File: src/rtl/buddy_pkg.sv
// Shared encodings for the buddy allocator.
// Assumes: node state fits two bits; controller has three phases.
package buddy_pkg;
    typedef enum logic [1:0] {
        ND_UNUSED = 2'd0,   // lies under a free or allocated ancestor
        ND_FREE   = 2'd1,
        ND_SPLIT  = 2'd2,
        ND_ALLOC  = 2'd3
    } node_t;

    typedef enum logic [1:0] {
        FS_IDLE  = 2'd0,
        FS_SPLIT = 2'd1,
        FS_MERGE = 2'd2
    } fsm_t;
endpackage

File: src/rtl/buddy_round.sv
// Rounds a unit count up to a power-of-two order.
// Assumes: size 0 maps to order 0; sizes above 2^K flag too_big.
module buddy_round #(
    parameter int K  = 4,
    parameter int SW = K + 1,
    parameter int OW = $clog2(K + 1)
) (
    input  logic [SW-1:0] size,
    output logic [OW-1:0] ord,
    output logic          too_big
);
    // Smallest order whose block holds the request.
    always_comb begin
        ord     = OW'(K);
        too_big = size > (SW'(1) << K);
        for (int o = K; o >= 0; o--) begin
            if (size <= (SW'(1) << o)) ord = OW'(o);
        end
    end
endmodule

File: src/rtl/buddy_level_find.sv
// Finds the lowest-addressed free node on one tree level.
// Assumes: lvl_st holds the 2^LVL node states of level LVL, leftmost node in the low bits.
module buddy_level_find
    import buddy_pkg::*;
#(
    parameter int K   = 4,
    parameter int LVL = 0,
    parameter int NW  = K + 1,
    parameter int CNT = 2 ** LVL
) (
    input  logic [2*CNT-1:0] lvl_st,
    output logic             found,
    output logic [NW-1:0]    node
);
    // Priority scan, lowest index wins.
    always_comb begin
        found = 1'b0;
        node  = NW'(CNT);
        for (int i = CNT - 1; i >= 0; i--) begin
            if (lvl_st[2*i +: 2] == ND_FREE) begin
                found = 1'b1;
                node  = NW'(CNT + i);
            end
        end
    end
endmodule

File: src/rtl/buddy_alloc.sv
// Binary buddy allocator over 2^K units.
// Node i (heap order, root 1) on level L covers base (i-2^L)<<(K-L), order K-L.
// Assumes: one request at a time; requests are sampled only while busy is low;
// allocation wins over release in the same cycle.
module buddy_alloc
    import buddy_pkg::*;
#(
    parameter int K     = 4,
    parameter int AW    = K,
    parameter int SW    = K + 1,
    parameter int OW    = $clog2(K + 1),
    parameter int NW    = K + 1,
    parameter int NODES = 2 ** (K + 1)
) (
    input  logic          clk,
    input  logic          rst_n,
    input  logic          alloc_req,
    input  logic [SW-1:0] alloc_size,
    input  logic          free_req,
    input  logic [AW-1:0] free_addr,
    input  logic [OW-1:0] free_order,
    output logic          busy,
    output logic          done,
    output logic          fail,
    output logic          err,
    output logic [AW-1:0] res_addr,
    output logic [OW-1:0] res_order
);
    logic [2*NODES-1:0] tree_q;
    fsm_t               fsm_q;
    logic [NW-1:0]      cur_q;
    logic [OW-1:0]      lvl_q;
    logic [OW-1:0]      tgt_q;

    logic [OW-1:0] rq_ord;
    logic          rq_big;
    logic [K:0]    lv_found;
    logic [NW-1:0] lv_node [K+1];

    buddy_round #(.K(K), .SW(SW), .OW(OW)) u_round (
        .size(alloc_size), .ord(rq_ord), .too_big(rq_big)
    );

    for (genvar l = 0; l <= K; l++) begin : g_lvl
        buddy_level_find #(.K(K), .LVL(l), .NW(NW)) u_find (
            .lvl_st(tree_q[2*(2**l) +: 2*(2**l)]),
            .found (lv_found[l]),
            .node  (lv_node[l])
        );
    end

    // Base address of a node given its level.
    function automatic logic [AW-1:0] node_base(input logic [NW-1:0] idx, input logic [OW-1:0] lvl);
        logic [NW-1:0] off;
        off = idx - (NW'(1) << lvl);
        return AW'(off << (OW'(K) - lvl));
    endfunction

    logic [OW-1:0] tgt_lvl;
    logic          exact;
    logic          have_big;
    logic [OW-1:0] src_lvl;

    // Pick exact-fit or the smallest larger free piece.
    always_comb begin
        tgt_lvl  = OW'(K) - rq_ord;
        exact    = lv_found[tgt_lvl];
        have_big = 1'b0;
        src_lvl  = '0;
        for (int l = 0; l <= K; l++) begin
            if (OW'(l) < tgt_lvl && lv_found[l]) begin
                have_big = 1'b1;
                src_lvl  = OW'(l);
            end
        end
    end

    logic          fr_ok_ord;
    logic          fr_aligned;
    logic [OW-1:0] fr_lvl;
    logic [NW-1:0] fr_node;
    logic          fr_valid;

    // Locate and vet the node a release names.
    always_comb begin
        fr_ok_ord  = free_order <= OW'(K);
        fr_aligned = (free_addr & ((AW'(1) << free_order) - AW'(1))) == '0;
        fr_lvl     = OW'(K) - free_order;
        fr_node    = fr_ok_ord ? ((NW'(1) << fr_lvl) | NW'(free_addr >> free_order)) : NW'(1);
        fr_valid   = fr_ok_ord && fr_aligned && (tree_q[2*int'(fr_node) +: 2] == ND_ALLOC);
    end

    logic [NW-1:0] child_l, child_r, sib, par;

    // Neighbour indices of the walk pointer.
    always_comb begin
        child_l = cur_q << 1;
        child_r = child_l | NW'(1);
        sib     = cur_q ^ NW'(1);
        par     = cur_q >> 1;
    end

    // Controller and node-state update.
    always_ff @(posedge clk) begin
        if (!rst_n) begin
            tree_q        <= '0;
            tree_q[3:2]   <= ND_FREE;
            fsm_q         <= FS_IDLE;
            cur_q         <= NW'(1);
            lvl_q         <= '0;
            tgt_q         <= '0;
            done          <= 1'b0;
            fail          <= 1'b0;
            err           <= 1'b0;
            res_addr      <= '0;
            res_order     <= '0;
        end else begin
            done <= 1'b0;
            case (fsm_q)
                FS_IDLE: begin
                    if (alloc_req) begin
                        if (rq_big || (!exact && !have_big)) begin
                            done <= 1'b1; fail <= 1'b1; err <= 1'b0;
                            res_addr <= '0; res_order <= '0;
                        end else if (exact) begin
                            tree_q[2*int'(lv_node[tgt_lvl]) +: 2] <= ND_ALLOC;
                            done <= 1'b1; fail <= 1'b0; err <= 1'b0;
                            res_addr  <= node_base(lv_node[tgt_lvl], tgt_lvl);
                            res_order <= rq_ord;
                        end else begin
                            cur_q <= lv_node[src_lvl];
                            lvl_q <= src_lvl;
                            tgt_q <= tgt_lvl;
                            fsm_q <= FS_SPLIT;
                        end
                    end else if (free_req) begin
                        if (!fr_valid) begin
                            done <= 1'b1; fail <= 1'b0; err <= 1'b1;
                            res_addr <= '0; res_order <= '0;
                        end else begin
                            tree_q[2*int'(fr_node) +: 2] <= ND_FREE;
                            cur_q <= fr_node;
                            lvl_q <= fr_lvl;
                            fsm_q <= FS_MERGE;
                        end
                    end
                end
                FS_SPLIT: begin
                    if (lvl_q == tgt_q) begin
                        tree_q[2*int'(cur_q) +: 2] <= ND_ALLOC;
                        done <= 1'b1; fail <= 1'b0; err <= 1'b0;
                        res_addr  <= node_base(cur_q, lvl_q);
                        res_order <= OW'(K) - lvl_q;
                        fsm_q <= FS_IDLE;
                    end else begin
                        tree_q[2*int'(cur_q) +: 2]   <= ND_SPLIT;
                        tree_q[2*int'(child_l) +: 2] <= ND_FREE;
                        tree_q[2*int'(child_r) +: 2] <= ND_FREE;
                        cur_q <= child_l;
                        lvl_q <= lvl_q + OW'(1);
                    end
                end
                FS_MERGE: begin
                    if (cur_q != NW'(1) && tree_q[2*int'(sib) +: 2] == ND_FREE) begin
                        tree_q[2*int'(cur_q) +: 2] <= ND_UNUSED;
                        tree_q[2*int'(sib) +: 2]   <= ND_UNUSED;
                        tree_q[2*int'(par) +: 2]   <= ND_FREE;
                        cur_q <= par;
                        lvl_q <= lvl_q - OW'(1);
                    end else begin
                        done <= 1'b1; fail <= 1'b0; err <= 1'b0;
                        res_addr  <= node_base(cur_q, lvl_q);
                        res_order <= OW'(K) - lvl_q;
                        fsm_q <= FS_IDLE;
                    end
                end
                default: fsm_q <= FS_IDLE;
            endcase
        end
    end

    assign busy = fsm_q != FS_IDLE;
endmodule

File: config.mk
export PLATFORM = sky130hd
export DESIGN_NAME = buddy_alloc
export DESIGN_NICKNAME = d
export VERILOG_FILES = /design/src/rtl/buddy_pkg.sv /design/src/rtl/buddy_round.sv /design/src/rtl/buddy_level_find.sv /design/src/rtl/buddy_alloc.sv
export SDC_FILE = /design/constraint.sdc
export NUM_CORES = 1
export LEC_CHECK = 0
export BUFFER_PORTS_ARGS = -buffer_cell sky130_fd_sc_hd__buf_2
export CAP_MARGIN = 20
export CELL_PAD_IN_SITES_DETAIL_PLACEMENT = 1
export CELL_PAD_IN_SITES_GLOBAL_PLACEMENT = 2
export CORE_AREA = 2 2 198 200
export DETAILED_ROUTE_END_ITERATION = 16
export DIE_AREA = 0 0 200 202
export GPL_ROUTABILITY_DRIVEN = 1
export GPL_TIMING_DRIVEN = 0
export PLACE_DENSITY = 0.86
export SLEW_MARGIN = 20
export SYNTH_ARGS = -nofsm -noshare
export SYNTH_HDL_FRONTEND = slang
export SYNTH_HIERARCHICAL = 1
export SYNTH_SLANG_ARGS = --single-unit
export TNS_END_PERCENT = 50
File: constraint.sdc
create_clock -name clk -period 5.95 [get_ports clk]
set_clock_uncertainty 0.1 [all_clocks]
set_input_delay 0.595 -clock clk [delete_from_list [all_inputs] [get_ports clk]]
set_output_delay 0.595 -clock clk [all_outputs]
set_load 0.03 [all_outputs]
; ---- After elaboration in Yosys (flattened, before gate mapping)
; Index checks and enable logic that the tools add are counted.
; W data, S select, Z words.
[totals]
reg_bits = 87
inputBits = 16
output_inout_bits = 11
elab_cells = 302
[op_classes]
n_addsub = 16
order_cmp = 14
eq_ne = 48
shifts = 25
muxes = 161
bitwise_logic = 7
n_reduce_logical = 21
[op_table]
columns = operator, n
row1 = $bwmux W64, 9
row2 = $shiftx A2 B33 Y64 const A, 9
row3 = $mux W64, 7
row4 = $shift A2 B33 Y64 const A, 7
row5 = $neg A6 Y33, 6
row6 = $pmux W64 S3, 1
row7 = $shiftx A64 B7 Y2, 2
row8 = $mux W4, 23
row9 = $mux W3, 28
row10 = $eq A2 B1 Y1 const B, 33
row11 = $mux W5, 12
row12 = $mux W1, 58
row13 = $neg A5 Y33, 1
row14 = $bmux W5 S3, 2
row15 = $mux W2, 12
row16 = $ne A3 B3 Y1 const B, 6
row17 = $pmux W3 S3, 2
row18 = $reduce_and A6 Y1, 3
row19 = $pmux W5 S3, 1
row20 = $shl A1 B3 Y5 const A, 3
row21 = $pmux W4 S3, 1
row22 = $sub A3 B3 Y3 const A, 4
row23 = $shl A5 B3 Y4, 2
row24 = $sub A5 B5 Y5, 2
row25 = other kinds (37), 58

; ---- Logic depth before layout (Yosys ltp)
; Gate-level depths: netlist (run 1).
[logic_depth]
ltp_word = 27
ltp_mapped = 23
ltp_nobuf = 19

; ---- By module
; The synthesis (run 1) kept the hierarchy.
[modules_own_cells]
columns = module, instances, cells_each, area_each_um2, seq_area_each_um2
row1 = buddy_alloc, 1, 1775, 12071.6, 1741.7
row2 = buddy_level_find at g_lvl[4].u_find, 1, 50, 299.0, 0.0
row3 = buddy_level_find at g_lvl[3].u_find, 1, 27, 188.9, 0.0
row4 = buddy_level_find at g_lvl[2].u_find, 1, 16, 122.6, 0.0
row5 = buddy_level_find at g_lvl[1].u_find, 1, 11, 76.3, 0.0
row6 = buddy_round, 1, 9, 71.3, 0.0
row7 = buddy_level_find at g_lvl[0].u_find, 1, 8, 58.8, 0.0

; ---- Worst setup path after synthesis (run 1)
; Ideal clock, no wire load.
[synth_path]
path_kind = input to register
from = in alloc_size[2]
to = reg with a tool-made name
setup_ns = 0.071
arrival_ns = 5.438
required_ns = 5.779
slack_ns = 0.342
path_stages = 22
n_path_buf = 4
path_cell_list = or3_4 -> o22ai_1 -> buf_2 -> buf_2 -> inv_1 -> ha_1 -> ha_1 -> inv_1 -> clkbuf_1 -> a221o_1 -> nand2_1 -> ha_1 -> clkbuf_1 -> and3_1 -> ha_1 -> nand2b_1 -> a2111oi_1 -> and3_1 -> a21o_1 -> a2bb2oi_1 -> or3_1 -> a21oi_1
[synth_rtl]
columns = element, line_no
row1 = "start, declared", buddy_alloc.sv:18  ; input logic [SW-1:0] alloc_size,

==> impl_metrics.env, run 1 <==
export IMPL_cts_buffer_depth=2
export IMPL_finalPower_mw=6.42
export IMPL_synth_edf_count=0
export IMPL_drive_gt1_share_pct=11.3
export IMPL_drv_cap=0
export IMPL_first_pass_iters=5
export IMPL_hold_violations=0
export IMPL_dieArea_sq_um=40400
export IMPL_die_x_um=200
export IMPL_synth_ff_type="dfxtp_1"
export IMPL_grtUsageTotal_pct=46.4
export IMPL_synth_async_reset_ratio_pct=0
export IMPL_ys_ff_latch=87
export IMPL_synth_cell_types=114
export IMPL_synthAdderAreaFrac_pct=6.00
export IMPL_clock_root_buffer="clkbuf_16"
export IMPL_peakVddDrop_v=0.000302
export IMPL_grt_max_degree=15
export IMPL_antenna_found_initial=7
export IMPL_postSynthCellCount=1896
export IMPL_worst_setup_path_end_kind="flip-flop"
export IMPL_vias=17400
export IMPL_synthMuxAreaShare_pct=6.90
export IMPL_status="completed"
export IMPL_finalSetupViolations=0
export IMPL_portBuffers=25
export IMPL_pin_count=27
export IMPL_max_freq_mhz=171
export IMPL_cts_tree="built"
export IMPL_synth_top_family_by_area="compound AO/OA/AOI/OAI gates"
export IMPL_period_share_pct=98.1
export IMPL_yosysWarnings=6
export IMPL_grt_ovfl_total=0
export IMPL_core_sq_um=38300
export IMPL_drcViolationCount=0
export IMPL_hp_class="reg -> reg"
export IMPL_p_leak_nw=4.87
export IMPL_synth_most_common_cell="nand2_1"
export IMPL_placed_area_sq_um=13800
export IMPL_grt_pass1_vias=17100
export IMPL_synthXorXnorAreaFrac_pct=1.13
export IMPL_cp_arrival_ns=6.02
export IMPL_area_growth_pct=11.7
export IMPL_synth_area_sq_um=12900
export IMPL_critPathKind="in -> reg"
export IMPL_clock_sinks=87
export IMPL_grt_pass1_wl_um=131000
export IMPL_ys_top_cells_by_area="dfxtp_1, nand2_1, o21ai_0, mux2i_1, ha_1"
export IMPL_drtAntennaViolNets=0
export IMPL_fill_cells=4893
export IMPL_drv_slew=0
export IMPL_worstPathRequired_ns=6.13
export IMPL_drt_iter0_drc=2439
export IMPL_nets=2025
export IMPL_cellPowerDensity_nw_per_um2=446
export IMPL_layout_min_cycle_time_ns=5.84
export IMPL_crit_fanout=10
export IMPL_synth_common_cells="nand2_1, nor2_1, o21ai_0"
export IMPL_finalWorstSetupSlack_ns=0.115
export IMPL_worst_setup_path_start_kind="input port"
export IMPL_design_area_sq_um=14400
export IMPL_fin_setup_tns_ns=0
export IMPL_numCtsBuffers=9
export IMPL_ys_seq_area_share_pct=13.5
export IMPL_yosysTopAreaCellShare_pct=13.5
export IMPL_detailedPlace_worstSlack_ns=-1.46
export IMPL_multi_input_area_sq_um=10500
export IMPL_seqCellArea_sq_um=1740
export IMPL_synth_compound_area_share_pct=35.4
export IMPL_relSlewSlack_pct=12.7
export IMPL_clkSlewWorstSetupHoldPaths_ns=0.07
export IMPL_rows=72
export IMPL_via_per_inst=7.05
export IMPL_synth_area_per_cell_sq_um=6.80
export IMPL_drt_total_wl_um=94900
export IMPL_wl_per_cell_um=38.4
export IMPL_clk_latency_ns=0.40
export IMPL_dp_hpwl_um=74200
export IMPL_die_h_um=202
export IMPL_start_util_pct=33.7
export IMPL_worst_slew_pin_slew_ns=1.31
export IMPL_h_tree_depth=3
export IMPL_holdBufCountCts=0
export IMPL_place_congestion=1.10
export IMPL_yosys_area_top_type="dfxtp_1"
export IMPL_synthSimpleGateAreaFrac_pct=29.7
critical path: stages:
cell      delay [ns]
buf_2           0.11
or3_4           0.41
o22ai_2         0.19
buf_4           0.24
clkbuf_4        0.25
inv_1           0.14
ha_1            0.25
ha_1            0.38
inv_1           0.08
clkbuf_2        0.22
a221o_1         0.46
nand2_4         0.20
ha_4            0.25
and3_1          0.18
ha_1            0.18
nand2b_1        0.37
a211oi_4        0.08
and4_2          0.37
nor3_1          0.60
o22ai_1         0.16
o221a_2         0.29
area by class of cell:
cell class              count  share of cell area [%]
diodes                      1                  0.0174
plain buffers             144                    4.67
clock buffers              10                    1.66
flip-flops and latches     87                    12.1
clock inverters             5                   0.565
multi-input cells        1600                    73.2
well taps                 518                    4.50
repair buffers             37                    1.46
inverters                  70                    1.86
logic make-up after synthesis:
kind of cell	count (synthesis)
other cells	9
mux	83
simple gates	765
compound gates	662
xor+xnor	15
buf+inv	215
fa+ha+maj	60
flops	87
final timing paths:
| kind | from | to | slack (ns) | depth (start not counted) |
|---|---|---|---|---|
| worst max-delay path | alloc_size[2] | flip-flop | 0.11 | 21 |
| worst min-delay path | res_addr[0] | res_addr[0] | 0.36 | 2 |
| worst max register to register | cur_q[0] | flip-flop | 0.19 | 15 |
| worst min register to register | res_addr[0] | res_addr[0] | 0.36 | 2 |
routing by layer:
metal / routed length [um] / vias up / global-route usage (%)
met1: 35500 / 8425 / 56.4
met3: 11200 / 468 / 14.0
met4: 9180 / 8 / 36.3
met2: 38900 / 1336 / 67.9
met5: 48 / - / 0
li1: - / 7181 / -
through the flow:
| stage | hold slack, ns | std cells | utilization, % |
|---|---|---|---|
| 2_1_floorplan | 0.369 | 1902 | - |
| 3_3_place_gp | 0.343 | 2445 | 35.7 |
| 5_1_grt | 0.387 | 2471 | 37.6 |
| 4_1_cts | 0.368 | 2468 | 37.4 |
| 6_report | 0.364 | 2472 | 37.6 |
| 3_5_place_dp | 0.355 | 2449 | 36.0 |
cells in the final DEF (no fill, tap or decap), types with 14 or more instances in the layout:
cell type  Yosys  layout
nor2_1       147     142
and2_1        17      17
nor3_1        45      38
inv_1         62      62
nor4_1        19      16
nand4_1       14      14
and3_1        25      25
o311ai_0      16      16
a221o_1       14      14
nand2b_1      29      29
o31ai_1       33      33
buf_4         18      29
clkbuf_1     101      87
a311oi_1      16      15
a211oi_1      26      22
nand2_1      258     256
a21o_1        16      16
a31oi_1       35      35
nand3_1       76      76
ha_1          57      56
o21ai_0      147     142
buf_2         15      42
mux2i_1       72      70
or3_1         18      18
nor2b_1       33      33
o22ai_1       26      25
dfxtp_1       87      86
a21oi_1      128     125
o211ai_1      40      40
conb_1         9      15
where the power goes:
part	switching (mW)	internal (mW)	leakage, nW
Sequential	0.232	0.670	0.707
Clock	0.303	0.379	0.155
Combinational	3.58	1.26	4.00
Total	4.12	2.31	4.87
what timing repair did:
action / in CTS / in global routing
setup endpoints to repair: 63 / 45
pin swaps: 3 / 3
resized for setup: 45 / 22
setup buffers: 5 / 3
endpoints found under the hold margin: 0 / 0
Power figures use the tool's default switching activity.
==> inputs of run 2 (changes only) <==
CTS_BUF_LIST = sky130_fd_sc_hd__clkbuf_4 sky130_fd_sc_hd__clkbuf_8 sky130_fd_sc_hd__clkbuf_16   (was default)
SETUP_SLACK_MARGIN = 0.4   (was default)
==> impl_metrics.env, run 2 (synthesis gave the netlist of run 1 again) <==
export IMPL_status="completed"
export IMPL_cp_slowest_stage_delay_ns=0.85
export IMPL_cp_slowest_cell="clkbuf_1"
export IMPL_vias=17500
export IMPL_final_util_pct=38.2
export IMPL_cp_arrival_ns=5.79
export IMPL_crit_path_cell_trace="clkbuf_1 > nor3_1 > o21ai_0 > a41oi_1 > nor4_1 > a21oi_1 > o31ai_1 > nand2b_1 > clkbuf_1 > nor2_1 > a311oi_1"
export IMPL_h_tree_depth=3
export IMPL_layout_min_cycle_time_ns=5.68
export IMPL_first_pass_iters=5
export IMPL_reg2reg_from="cur_q[1]"
export IMPL_hold_path_startpoint="fail"
export IMPL_numCtsBuffers=9
export IMPL_design_area_sq_um=14600
export IMPL_detailedPlace_worstSlack_ns=-1.58
export IMPL_clock_sinks=87
export IMPL_cts_buffer_depth=2
export IMPL_crit_start="cur_q[1]"
export IMPL_fill_cells=4898
export IMPL_core_sq_um=38300
export IMPL_clkSlewWorstSetupHoldPaths_ns=0.07
export IMPL_max_freq_mhz=176
export IMPL_worstPathRequired_ns=6.06
export IMPL_place_congestion=1.12
export IMPL_dp_hpwl_um=74300
export IMPL_cellPowerDensity_nw_per_um2=443
export IMPL_rsz0062_at_grt="true"
export IMPL_hp_class="reg -> reg"
export IMPL_dieArea_sq_um=40400
export IMPL_die_h_um=202
export IMPL_holdBufCountCts=0
export IMPL_cpMostUsedCell="clkbuf_1"
export IMPL_rows=72
export IMPL_p_leak_nw=4.95
export IMPL_drv_slew=0
export IMPL_area_growth_pct=13.5
export IMPL_finalWorstSetupSlack_ns=0.266
export IMPL_finalSetupViolations=0
export IMPL_hold_violations=0
export IMPL_die_x_um=200
export IMPL_drcViolationCount=0
export IMPL_nets=2040
export IMPL_drv_cap=0
export IMPL_worst_slew_pin_slew_ns=1.24
export IMPL_mostFrequentLayoutCell="nand2_1"
export IMPL_clock_root_buffer="clkbuf_16"
export IMPL_clk_latency_ns=0.39
export IMPL_antenna_found_initial=4
export IMPL_drive_gt1_share_pct=13.0
export IMPL_grt_max_degree=16
export IMPL_layout_common_cells="nand2_1, nor2_1, o21ai_0"
export IMPL_wl_per_cell_um=38.2
export IMPL_critPathBufInv=2
export IMPL_placed_area_sq_um=13800
export IMPL_portBuffers=25
export IMPL_worst_setup_path_end_kind="flip-flop"
export IMPL_critPathKind="reg -> reg"
export IMPL_grt_pass1_wl_um=132000
export IMPL_drtAntennaViolNets=0
export IMPL_relSlewSlack_pct=17.5
export IMPL_peakVddDrop_v=0.000202
export IMPL_grt_ovfl_total=0
export IMPL_period_share_pct=95.5
export IMPL_critPathTopFamily="simple AND/OR/NAND/NOR gates"
export IMPL_start_util_pct=33.7
export IMPL_drt_iter0_drc=1942
export IMPL_worst_setup_path_start_kind="flip-flop"
export IMPL_pin_count=27
export IMPL_crit_fanout=11
export IMPL_grtUsageTotal_pct=46.9
export IMPL_drt_total_wl_um=95100
export IMPL_cts_tree="built"
export IMPL_grt_pass1_vias=17100
export IMPL_via_per_inst=7.03
[run 2: cell count changes in the layout (fill, tap and decap cells not counted), sizes merged]
| cell | change |
|---|---|
| diode | +1 |
| clkbuf | -1 |
| buf | +16 |
| clkinvlp | +2 |
| bufinv | -1 |
[run 2: timing repair]
action	4_1_cts	5_1_grt
cloned	0	0
setup buffers	12	10
endpoints found under the setup margin	74	63
pin swaps	9	4
gates resized for setup	57	49
[run 2: area by class of cell]
class,instances,area [sq um],share of cell area (%)
clock buffer,10,233,1.59
clock inverter,6,67.6,0.462
antenna,2,5.00,0.0342
sequential,87,1740,11.9
timing repair buffer,51,318,2.17
tap,518,648,4.43
multi-input combinational,1600,10600,72.7
inverter,70,273,1.86
buffer,145,699,4.78
[run 2: worst paths after layout]
path | endpoint | slack (ns) | cells after the start
worst max-delay path | flip-flop | 0.27 | 11
worst min-delay path | fail | 0.37 | 2
worst max register to register | flip-flop | 0.27 | 11
worst min register to register | fail | 0.37 | 2
[run 2: per-layer routing]
metal / share of wire, % / up-vias / routed length [um] / global-route usage, %
met2: 41 / 1277 / 39300 / 68.7
met5: 0.011 / - / 10 / 0
li1: - / 7241 / - / -
met3: 11 / 412 / 10300 / 13.5
met1: 38 / 8572 / 35900 / 56.7
met4: 10 / 2 / 9670 / 37.8
[run 2: stage by stage]
step	hold slack, ns	instances	power, mW	TNS [ns]
final	0.371	2489	6.48	0
after floorplan	0.369	1902	3.34	0
after global routing	0.391	2487	6.61	0
after global placement	0.345	2445	5.25	-66.07
after CTS	0.371	2477	6.09	0
after detailed placement	0.358	2449	5.32	-69.89
[run 2: worst reg2reg max path, stage by stage, from the launching register on]
cell	delay [ns]
dfxtp_2	0.73
clkbuf_1	0.86
nor3_1	0.24
o21ai_0	0.19
a41oi_1	0.16
nor4_1	0.46
a21oi_1	0.26
o31ai_1	0.68
nand2b_1	0.33
clkbuf_1	0.48
nor2_1	0.82
a311oi_1	0.19
[run 2: where the power goes]
part / switching (mW) / internal, mW
registers: 0.231 / 0.670
logic: 3.64 / 1.31
clock network: 0.306 / 0.333
